===== src/rtl/rtc_seq_pkg.sv =====
package rtc_seq_pkg;

    localparam int FIELDS     = 7;
    localparam int NSTEPS     = 13;
    localparam logic [3:0] CTRL_ADDR = 4'd14;
    localparam logic [3:0] MODE_24H  = 4'h4;

    typedef enum logic [2:0] {
        S_IDLE,
        S_MODE,
        S_POLL,
        S_XFER,
        S_GAP,
        S_END
    } seq_state_e;

    // field order: sec, min, hour, day, month, year, weekday
    typedef logic [FIELDS-1:0][7:0] bcd_bank_t;

endpackage


===== src/rtl/rtc_seq_hold.sv =====
module rtc_seq_hold #(
    parameter int CYCLES = 70
) (
    input  logic clk,
    input  logic rst_n,
    input  logic start,
    output logic expired
);
    localparam int CW = $clog2(CYCLES + 1);

    logic [CW-1:0] cnt_d, cnt_q;

    always_comb begin
        cnt_d = cnt_q;
        if (start)
            cnt_d = CW'(CYCLES);
        else if (cnt_q != '0)
            cnt_d = cnt_q - 1'b1;
    end

    always_ff @(posedge clk or negedge rst_n) begin
        if (!rst_n) cnt_q <= '0;
        else        cnt_q <= cnt_d;
    end

    assign expired = (cnt_q == CW'(1));

    p_hold_range_r3: assert property (@(posedge clk) disable iff (!rst_n)
        cnt_q <= CW'(CYCLES));

    p_hold_count_r8: assert property (@(posedge clk) disable iff (!rst_n)
        (!start && cnt_q > CW'(1)) |=> cnt_q == $past(cnt_q) - 1'b1);
endmodule


===== src/rtl/rtc_seq_steps.sv =====
module rtc_seq_steps
    import rtc_seq_pkg::*;
(
    input  logic [3:0] idx,
    output logic [3:0] addr,
    output logic [2:0] field,
    output logic       tens,
    output logic       last
);
    logic [3:0] base;

    always_comb begin
        if (idx >= 4'(NSTEPS - 1)) begin
            field = 3'd6;
            tens  = 1'b0;
            base  = 4'd6;
        end else begin
            field = idx[3:1];
            tens  = idx[0];
            // day and later skip the weekday/interval pair
            base  = (field < 3'd3) ? {field, 1'b0} : {field, 1'b0} + 4'd2;
        end
        addr = base + {3'b000, tens};
        last = (idx == 4'(NSTEPS - 1));
    end
endmodule


===== src/rtl/rtc_time_seq.sv =====
module rtc_time_seq
    import rtc_seq_pkg::*;
#(
    parameter int MAX_TRIES     = 102,
    parameter int CE_LOW_CYCLES = 70
) (
    input  logic       clk,
    input  logic       rst_n,
    input  logic       start_rd,
    input  logic       start_set,
    input  logic [7:0] set_sec,
    input  logic [7:0] set_min,
    input  logic [7:0] set_hour,
    input  logic [7:0] set_day,
    input  logic [7:0] set_mon,
    input  logic [7:0] set_year,
    input  logic [3:0] set_wday,
    output logic [7:0] rd_sec,
    output logic [7:0] rd_min,
    output logic [7:0] rd_hour,
    output logic [7:0] rd_day,
    output logic [7:0] rd_mon,
    output logic [7:0] rd_year,
    output logic [3:0] rd_wday,
    output logic       done,
    output logic       timeout_err,
    output logic       ce,
    output logic       reg_req,
    output logic       reg_we,
    output logic [3:0] reg_addr,
    output logic [3:0] reg_wdata,
    input  logic       reg_ack,
    input  logic [3:0] reg_rdata
);
    localparam int TW = $clog2(MAX_TRIES + 1);

    typedef struct packed {
        seq_state_e  state;
        logic        is_set;
        logic        err;
        logic [TW-1:0] tries;
        logic [3:0]  step;
        bcd_bank_t   shadow;
        bcd_bank_t   out;
        logic        done;
        logic        tmo;
    } seq_regs_t;

    seq_regs_t r_d, r_q;

    logic [3:0] st_addr;
    logic [2:0] st_field;
    logic       st_tens, st_last;
    logic       hold_start, hold_expired;
    logic       in_hold_d, in_hold_q;

    rtc_seq_steps u_steps (
        .idx   (r_q.step),
        .addr  (st_addr),
        .field (st_field),
        .tens  (st_tens),
        .last  (st_last)
    );

    assign in_hold_d  = (r_d.state == S_GAP) || (r_d.state == S_END);
    assign in_hold_q  = (r_q.state == S_GAP) || (r_q.state == S_END);
    assign hold_start = in_hold_d && !in_hold_q;

    rtc_seq_hold #(.CYCLES(CE_LOW_CYCLES)) u_hold (
        .clk     (clk),
        .rst_n   (rst_n),
        .start   (hold_start),
        .expired (hold_expired)
    );

    always_comb begin
        r_d      = r_q;
        r_d.done = 1'b0;
        r_d.tmo  = 1'b0;
        unique case (r_q.state)
            S_IDLE: begin
                if (start_rd || start_set) begin
                    r_d.is_set = !start_rd;
                    r_d.err    = 1'b0;
                    r_d.tries  = '0;
                    r_d.step   = '0;
                    r_d.state  = S_MODE;
                    if (start_rd)
                        r_d.shadow = '0;
                    else
                        r_d.shadow = {{4'h0, set_wday}, set_year, set_mon,
                                      set_day, set_hour, set_min, set_sec};
                end
            end
            S_MODE: if (reg_ack) r_d.state = S_POLL;
            S_POLL: begin
                if (reg_ack) begin
                    if (!reg_rdata[0]) begin
                        r_d.state = S_XFER;
                        r_d.step  = '0;
                    end else if (r_q.tries == TW'(MAX_TRIES - 1)) begin
                        r_d.err   = 1'b1;
                        r_d.state = S_END;
                    end else begin
                        r_d.tries = r_q.tries + 1'b1;
                        r_d.state = S_GAP;
                    end
                end
            end
            S_GAP: if (hold_expired) r_d.state = S_MODE;
            S_XFER: begin
                if (reg_ack) begin
                    if (!r_q.is_set) begin
                        if (st_tens) r_d.shadow[st_field][7:4] = reg_rdata;
                        else         r_d.shadow[st_field][3:0] = reg_rdata;
                    end
                    if (st_last) r_d.state = S_END;
                    else         r_d.step  = r_q.step + 1'b1;
                end
            end
            S_END: begin
                if (hold_expired) begin
                    r_d.state = S_IDLE;
                    if (r_q.err) begin
                        r_d.tmo = 1'b1;
                    end else begin
                        r_d.done = 1'b1;
                        if (!r_q.is_set) r_d.out = r_q.shadow;
                    end
                end
            end
            default: r_d.state = S_IDLE;
        endcase
    end

    always_ff @(posedge clk or negedge rst_n) begin
        if (!rst_n) r_q <= '0;
        else        r_q <= r_d;
    end

    assign ce        = (r_q.state == S_MODE) || (r_q.state == S_POLL) ||
                       (r_q.state == S_XFER);
    assign reg_req   = ce;
    assign reg_we    = (r_q.state == S_MODE) ||
                       ((r_q.state == S_XFER) && r_q.is_set);
    assign reg_addr  = (r_q.state == S_XFER) ? st_addr : CTRL_ADDR;
    assign reg_wdata = (r_q.state == S_MODE) ? MODE_24H :
                       (st_tens ? r_q.shadow[st_field][7:4]
                                : r_q.shadow[st_field][3:0]);

    assign rd_sec      = r_q.out[0];
    assign rd_min      = r_q.out[1];
    assign rd_hour     = r_q.out[2];
    assign rd_day      = r_q.out[3];
    assign rd_mon      = r_q.out[4];
    assign rd_year     = r_q.out[5];
    assign rd_wday     = r_q.out[6][3:0];
    assign done        = r_q.done;
    assign timeout_err = r_q.tmo;

    p_req_under_ce_r2: assert property (@(posedge clk) disable iff (!rst_n)
        reg_req |-> ce);

    p_busy_drops_ce_r3: assert property (@(posedge clk) disable iff (!rst_n)
        (r_q.state == S_POLL && reg_ack && reg_rdata[0]) |=> !ce);

    p_xfer_addr_r5: assert property (@(posedge clk) disable iff (!rst_n)
        (r_q.state == S_XFER) |-> (reg_addr != 4'd7 && reg_addr < CTRL_ADDR));

    p_ce_low_at_end_r8: assert property (@(posedge clk) disable iff (!rst_n)
        (done || timeout_err) |-> (!ce && !$past(ce)));

    p_out_moves_on_done_r10: assert property (@(posedge clk) disable iff (!rst_n)
        ({rd_sec, rd_min, rd_hour, rd_day, rd_mon, rd_year, rd_wday} !=
         $past({rd_sec, rd_min, rd_hour, rd_day, rd_mon, rd_year, rd_wday}))
        |-> done);

    p_pulse_excl_r11: assert property (@(posedge clk) disable iff (!rst_n)
        !(done && timeout_err));

    p_pulse_single_r11: assert property (@(posedge clk) disable iff (!rst_n)
        (done || timeout_err) |=> !(done || timeout_err));

    p_req_hold_r12: assert property (@(posedge clk) disable iff (!rst_n)
        (reg_req && !reg_ack) |=>
        (reg_req && $stable(reg_addr) && $stable(reg_we) && $stable(reg_wdata)));
endmodule


===== config.mk =====
export PLATFORM = sky130hd
export DESIGN_NAME = rtc_time_seq
export DESIGN_NICKNAME = d
export VERILOG_FILES = /design/src/rtl/rtc_seq_pkg.sv /design/src/rtl/rtc_seq_hold.sv /design/src/rtl/rtc_seq_steps.sv /design/src/rtl/rtc_time_seq.sv
export SDC_FILE = /design/constraint.sdc
export NUM_CORES = 1
export LEC_CHECK = 0
export BUFFER_PORTS_ARGS = -buffer_cell sky130_fd_sc_hd__buf_2
export CAP_MARGIN = 20
export CELL_PAD_IN_SITES_DETAIL_PLACEMENT = 2
export CELL_PAD_IN_SITES_GLOBAL_PLACEMENT = 2
export CORE_ASPECT_RATIO = 1.4
export CORE_UTILIZATION = 37
export CTS_CLUSTER_SIZE = 24
export DETAILED_ROUTE_END_ITERATION = 12
export GPL_ROUTABILITY_DRIVEN = 0
export PLACE_DENSITY_LB_ADDON = 0.25
export SYNTH_ARGS = -nofsm -noshare
export SYNTH_HDL_FRONTEND = slang
export SYNTH_HIERARCHICAL = 1
export SYNTH_SLANG_ARGS = --single-unit

===== constraint.sdc =====
create_clock -name clk -period 3.65 [get_ports clk]
set_clock_uncertainty 0.1 [all_clocks]
set_input_delay 0.1825 -clock clk [delete_from_list [all_inputs] [get_ports clk]]
set_output_delay 0.1825 -clock clk [all_outputs]
set_load 0.005 [all_outputs]

After elaboration in Yosys (flattened, before gate mapping)

Index checks and enable logic that the tools add are counted.

Output and inout port bits: 65
Register bits: 137
Bits of input ports: 61
Logic and storage cells: 119

Muxes and demuxes: 44
Magnitude comparators: 4
Equal/unequal tests: 19
$add $sub $neg: 5
Bitwise logic cells: 2
Reductions and logical operators: 23

Operators by type and width:

| operator                                                               | count |
|---|---|
| 56-bit bitwise mux                                                     | 2 |
| 56-bit 2-to-1 mux                                                      | 2 |
| 56-bit one-hot mux with 2 select lines                                 | 1 |
| 72-bit 2-to-1 mux                                                      | 1 |
| 60-bit 2-to-1 mux                                                      | 1 |
| 52-bit 2-to-1 mux                                                      | 1 |
| 8-bit demux with 3-bit select                                          | 2 |
| 4-bit 2-to-1 mux                                                       | 8 |
| 8-bit binary-select mux with 3-bit select                              | 1 |
| 3-bit 2-to-1 mux                                                       | 8 |
| 8-bit 2-to-1 mux                                                       | 3 |
| 7-bit 2-to-1 mux                                                       | 3 |
| 2-bit != test (second input constant)                                  | 9 |
| 3-bit one-hot mux with 6 select lines                                  | 1 |
| 8-bit one-hot mux with 2 select lines                                  | 1 |
| 3-bit equality test (second input constant)                            | 4 |
| 12-bit 2-to-1 mux                                                      | 1 |
| 4-bit one-hot mux with 3 select lines                                  | 1 |
| 5-bit AND reduction                                                    | 2 |
| 4-bit AND reduction                                                    | 2 |
| 7-bit by 1-bit adder with 7-bit output (second input constant)         | 1 |
| 7-bit by 1-bit equality test with 1-bit output (second input constant) | 1 |
| 7-bit equality test (second input constant)                            | 1 |
| 7-bit nonzero test                                                     | 1 |
| other kinds (22)                                                       | 39 |

Depth between registers and ports, before layout

Depth in word-level cells: 11
Gate-level depth with buffers: 9
Gate-level depth less buffers: 6

By module

Netlist, hierarchy kept.

Modules (own cells, without submodules):

| module        | sequential area each (um^2) | cells each | area an instance (um^2) | instances |
|---|---|---|---|---|
| rtc_time_seq  | 3153.0                      | 595        | 7021.7                  | 1 |
| rtc_seq_hold  | 175.2                       | 38         | 377.9                   | 1 |
| rtc_seq_steps | 0.0                         | 13         | 81.3                    | 1 |

Least setup slack after synthesis

OpenSTA, ideal clock, no wires.

Path type: reg-to-reg
From: register u_hold.cnt_q[4]
To: register r_q (netlist bit rd_day[0])
Path buffers: 1
Data required time: 3.425 ns
Setup slack: 1.039 ns
Cell stages (with the launch flop): 7
Arrival: 2.386 ns
Period minus slack after synthesis: 2.611 ns
Library setup time: 0.125 ns
Cell sequence: dfrtp_1 -> or3_1 -> nor4b_1 -> nand4b_1 -> nor3_2 -> buf_2 -> mux2_2

Word-level cells in the longest chain between the ends: 2

Ends and longest elaborated chain:

| what                                           | line                | RTL |
|---|---|---|
| from (decl)                                    | rtc_seq_hold.sv:11  | `logic [CW-1:0] cnt_d, cnt_q;` |
| from (signal assigned)                         | rtc_seq_hold.sv:23  | `else cnt_q <= cnt_d;` |
| 7-bit by 1-bit equality test with 1-bit output | rtc_seq_hold.sv:26  | `assign expired = (cnt_q == CW'(1));` |
| named net hold_expired                         | rtc_time_seq.sv:54  | `logic hold_start, hold_expired;` |
| 4-bit AND reduction (no line)                  | n/a                 |  |
| to (signal assigned)                           | rtc_time_seq.sv:138 | `else r_q <= r_d;` |
| to (decl)                                      | rtc_time_seq.sv:49  | `seq_regs_t r_d, r_q;` |

The timed path passes the listed nets, and every way through them passes these cells.
A chain may end at the register's enable or synchronous reset.

Final worst setup path

From: register r_q[115] in the netlist's numbering
To: output port reg_wdata[1]

Word-level cells in the longest chain between the ends: 6
Elaborated cells between the ends (all ways): 7
Those cells by class: 1 x order compare; 6 x mux

Ends and longest elaborated chain:

| what                                        | line                                     | RTL |
|---|---|---|
| 4-bit greater-or-equal comparator           | rtc_seq_steps.sv:13                      | `if (idx >= 4'(NSTEPS - 1)) begin` |
| 3-bit 2-to-1 mux *                          | rtc_seq_steps.sv:13                      |  |
| named net st_field[0]                       | rtc_time_seq.sv:52                       | `logic [2:0] st_field;` |
| 8-bit binary-select mux with 3-bit select * | rtc_time_seq.sv:148, rtc_time_seq.sv:149 |  |
| 8-bit 2-to-1 mux (not written as such) *    | rtc_time_seq.sv:149                      | `: r_q.shadow[st_field][3:0]);` |
| 4-bit 2-to-1 mux *                          | rtc_time_seq.sv:148                      | `(st_tens ? r_q.shadow[st_field][7:4]` |
| 4-bit 2-to-1 mux *                          | rtc_time_seq.sv:147                      | `assign reg_wdata = (r_q.state == S_MODE) ? MODE_24H :` |
| to (decl)                                   | rtc_time_seq.sv:31                       | `output logic [3:0] reg_wdata,` |

The timed path passes the listed nets; every way through them passes the cells marked *. The select of a mux whose other input is x is not followed.

==> impl_metrics.toml <==
[hold_path]
hold_class = "primary input to register"
min_from = "set_sec[3]"
whs_path_depth = 3
min_to = "r_q[61]$_DFFE_PN0P_"

[floorplan]
dieArea_um2 = 20800
start_util_pct = 37.7
core-area_um2 = 19800
pin_count = 126
dieHeight_um = 170
die_w_um = 122
rows = 61

[synth]
synth.ff_latch_count = 133
netlist_area_um2 = 7480
syn_area_per_cell_um2 = 11.6
synth.distinct_cells = 73
synth_edf_count = 0
synth_seq_area_share_pct = 44.5
async_flop_share_pct = 100
yosys_most_used_dff = "dfrtp_1"
synth_warnings = 6
syn-num-nets = 712
syn-instance-count = 646

[cts]
clock-sinks = 133
cts_resized = 0
cts_root_buf = "clkbuf_16"
htreeDepth = 4
cts_buffers = 17
clock_latency_ps = 430
cts.clk_slew.worst_paths_ps = 60
clockBufferDepth = 2
cts_tree = "yes"
cts_setup_buffers = 0

[routing]
drc_errors = 0
first_iter_violations = 264
drt_first_pass_iters = 4
routedWlPerCell_um = 24.1
wirelength_um = 23800
viasPerCell = 5.64
drtAntennaViolNets = 0
vias = 5568

[worst_setup_path]
reg2reg_from = "u_hold/cnt_q[4]$_DFFE_PN0P_"
startpoint_type = "register"
cp.required_ps = 3370
reg2regPathDepth = 6
cp_max_fo = 14
startpoint = "r_q[115]$_DFFE_PN0P_"
r2r-end = "rd_sec[7]$_DFFE_PN0P_"
endpoint_kind = "primary output"
rrSetupSlack_ps = 630
worstSetupPathType = "register to primary output"
cp.arrival_ps = 3010

[layout]
instances_no_fill = 988
mostFrequentLayoutCell = "dfrtp_1"
antenna_cells = 0
fillers = 2074
nNetsFinal = 789
syn_to_final_growth_pct = 15.8
most-common-layout-cells = "dfrtp_1, buf_2, mux2_2"
drive_gt1_share_pct = 41.3

[power]
powerDensity_nw_per_um2 = 643
vdd_drop_max_mv = 0.288
power.leakage_nw = 4.00

[global_route]
met1_usage_pct = 27.4
grt_pass1_vias = 6361
antenna_found_initial = 0
met3_usage_pct = 3.82
track_usage_pct = 24.4
grt_use_met2_pct = 45.6
overflow = 0
top_usage_layer = "met2"
grt_first_pass_wirelength_um = 37600
grt_start_max_net_pins = 57

[status]
status = "complete, no violations"

[placement]
dp_cells = 943
dpl.hpwl_um = 17300
io_buffers = 125

[timing]
min_period_over_period_pct = 90.1
worst_pin_slew_ps = 1030
fin_crit_ps = 3290
rsz0062_at_grt = "no"
max_freq_mhz = 304
finalHoldViolCount = 0
setup_viol = 0
relSlewSlack_pct = 31.1
drv_slew = 0
final.setup.tns_ps = 0

[run]
maxCapViolCount = 0
kinds of logic (layout without fill, tap and decap cells):
kind of cell	after synthesis	in the layout	synth area share, %
compound gates	147	147	15.2
xor+xnor	3	3	0.351
fa+ha+maj	5	5	0.836
buf+inv	108	198	9.05
flops	133	133	44.5
mux	125	125	18.9
simple gates	125	125	11.2
cells in the mapped netlist (5+ instances only):
cell,count,area (µm²)
dfrtp_1,133,3330
mux2_2,108,1220
buf_4,60,450
o2bb2ai_1,49,429
nand2_1,27,101
a21oi_1,23,115
buf_2,17,85.1
o21ai_0,17,85.1
inv_1,14,52.6
mux2i_1,13,130
nand3_1,13,65.1
clkbuf_1,12,45.0
nor2_1,11,41.3
nor3_1,11,55.1
nand2b_1,10,62.6
a31oi_1,8,50.1
nor3_4,8,130
nand3b_1,7,52.6
nor3_2,6,60.1
a211oi_1,5,37.5
a221oi_1,5,43.8
and2_1,5,31.3
ha_1,5,62.6
worst max-delay path: stages (launching register included):
cell       delay [ps]
dfrtp_1           460
and2_1            460
buf_4             270
nand3b_1          270
o21ai_0           350
o22ai_1           140
a2111oi_2         440
buf_2             190
sequential cells by signal (all words and copies together) (netlist names):
name          flops
rd_wday           4
rd_min            8
timeout_err       1
rd_year           8
rd_mon            8
done              1
rd_sec            8
rd_day            8
rd_hour           8
r_q              72
u_hold/cnt_q      7
cell type report:
cell class | count | area (µm²) | share of cell area [%]
clock inverters | 13 | 146 | 1.69
repair buffers | 151 | 881 | 10.2
clock buffers | 19 | 453 | 5.23
inverters | 15 | 56.3 | 0.650
flip-flops and latches | 133 | 3330 | 38.4
multi-input cells | 405 | 3480 | 40.2
well taps | 252 | 315 | 3.64
where the power goes:
part           switching [mW]  internal [mW]  total [mW]
combinational           0.985          0.783        1.77
sequential              0.324           1.72        2.04
clock                   0.712           1.05        1.76
per-stage QoR:
step                      setup WS (ps)  instance area, µm²  hold slack (ps)  util [%]  power (mW)
after floorplan                    1040                7480             -213         -        3.24
after global placement              852                7930              113      40.0        3.72
after detailed placement            678                7930              127      40.0        3.81
after CTS                           343                8660             1.51      43.7        5.62
after global routing               12.9                8660             12.6      43.7        5.83
final                               360                8660             9.80      43.7        5.57
worst max path at each step:
stage,endpoint,slack [ps],cells after the start
2_1_floorplan,rd_day[0]$_DFFE_PN0P_,1040,6
3_3_place_gp,rd_sec[0]$_DFFE_PN0P_,850,6
3_5_place_dp,rd_mon[7]$_DFFE_PN0P_,680,6
4_1_cts,reg_wdata[1],340,7
5_1_grt,reg_wdata[1],10,7
6_report,reg_wdata[1],360,7
repair_timing:
item / 4_1_cts / 5_1_grt
endpoints found under the hold margin: 52 / 0
hold buffers: 13 / 0
endpoints found under the setup margin: 0 / 0
layer usage:
layer,vias up,routed length (µm)
met5,-,0
met4,0,537
met3,30,639
met2,108,13400
met1,2920,9170
li1,2510,-
(Power assumes the default switching activity.)
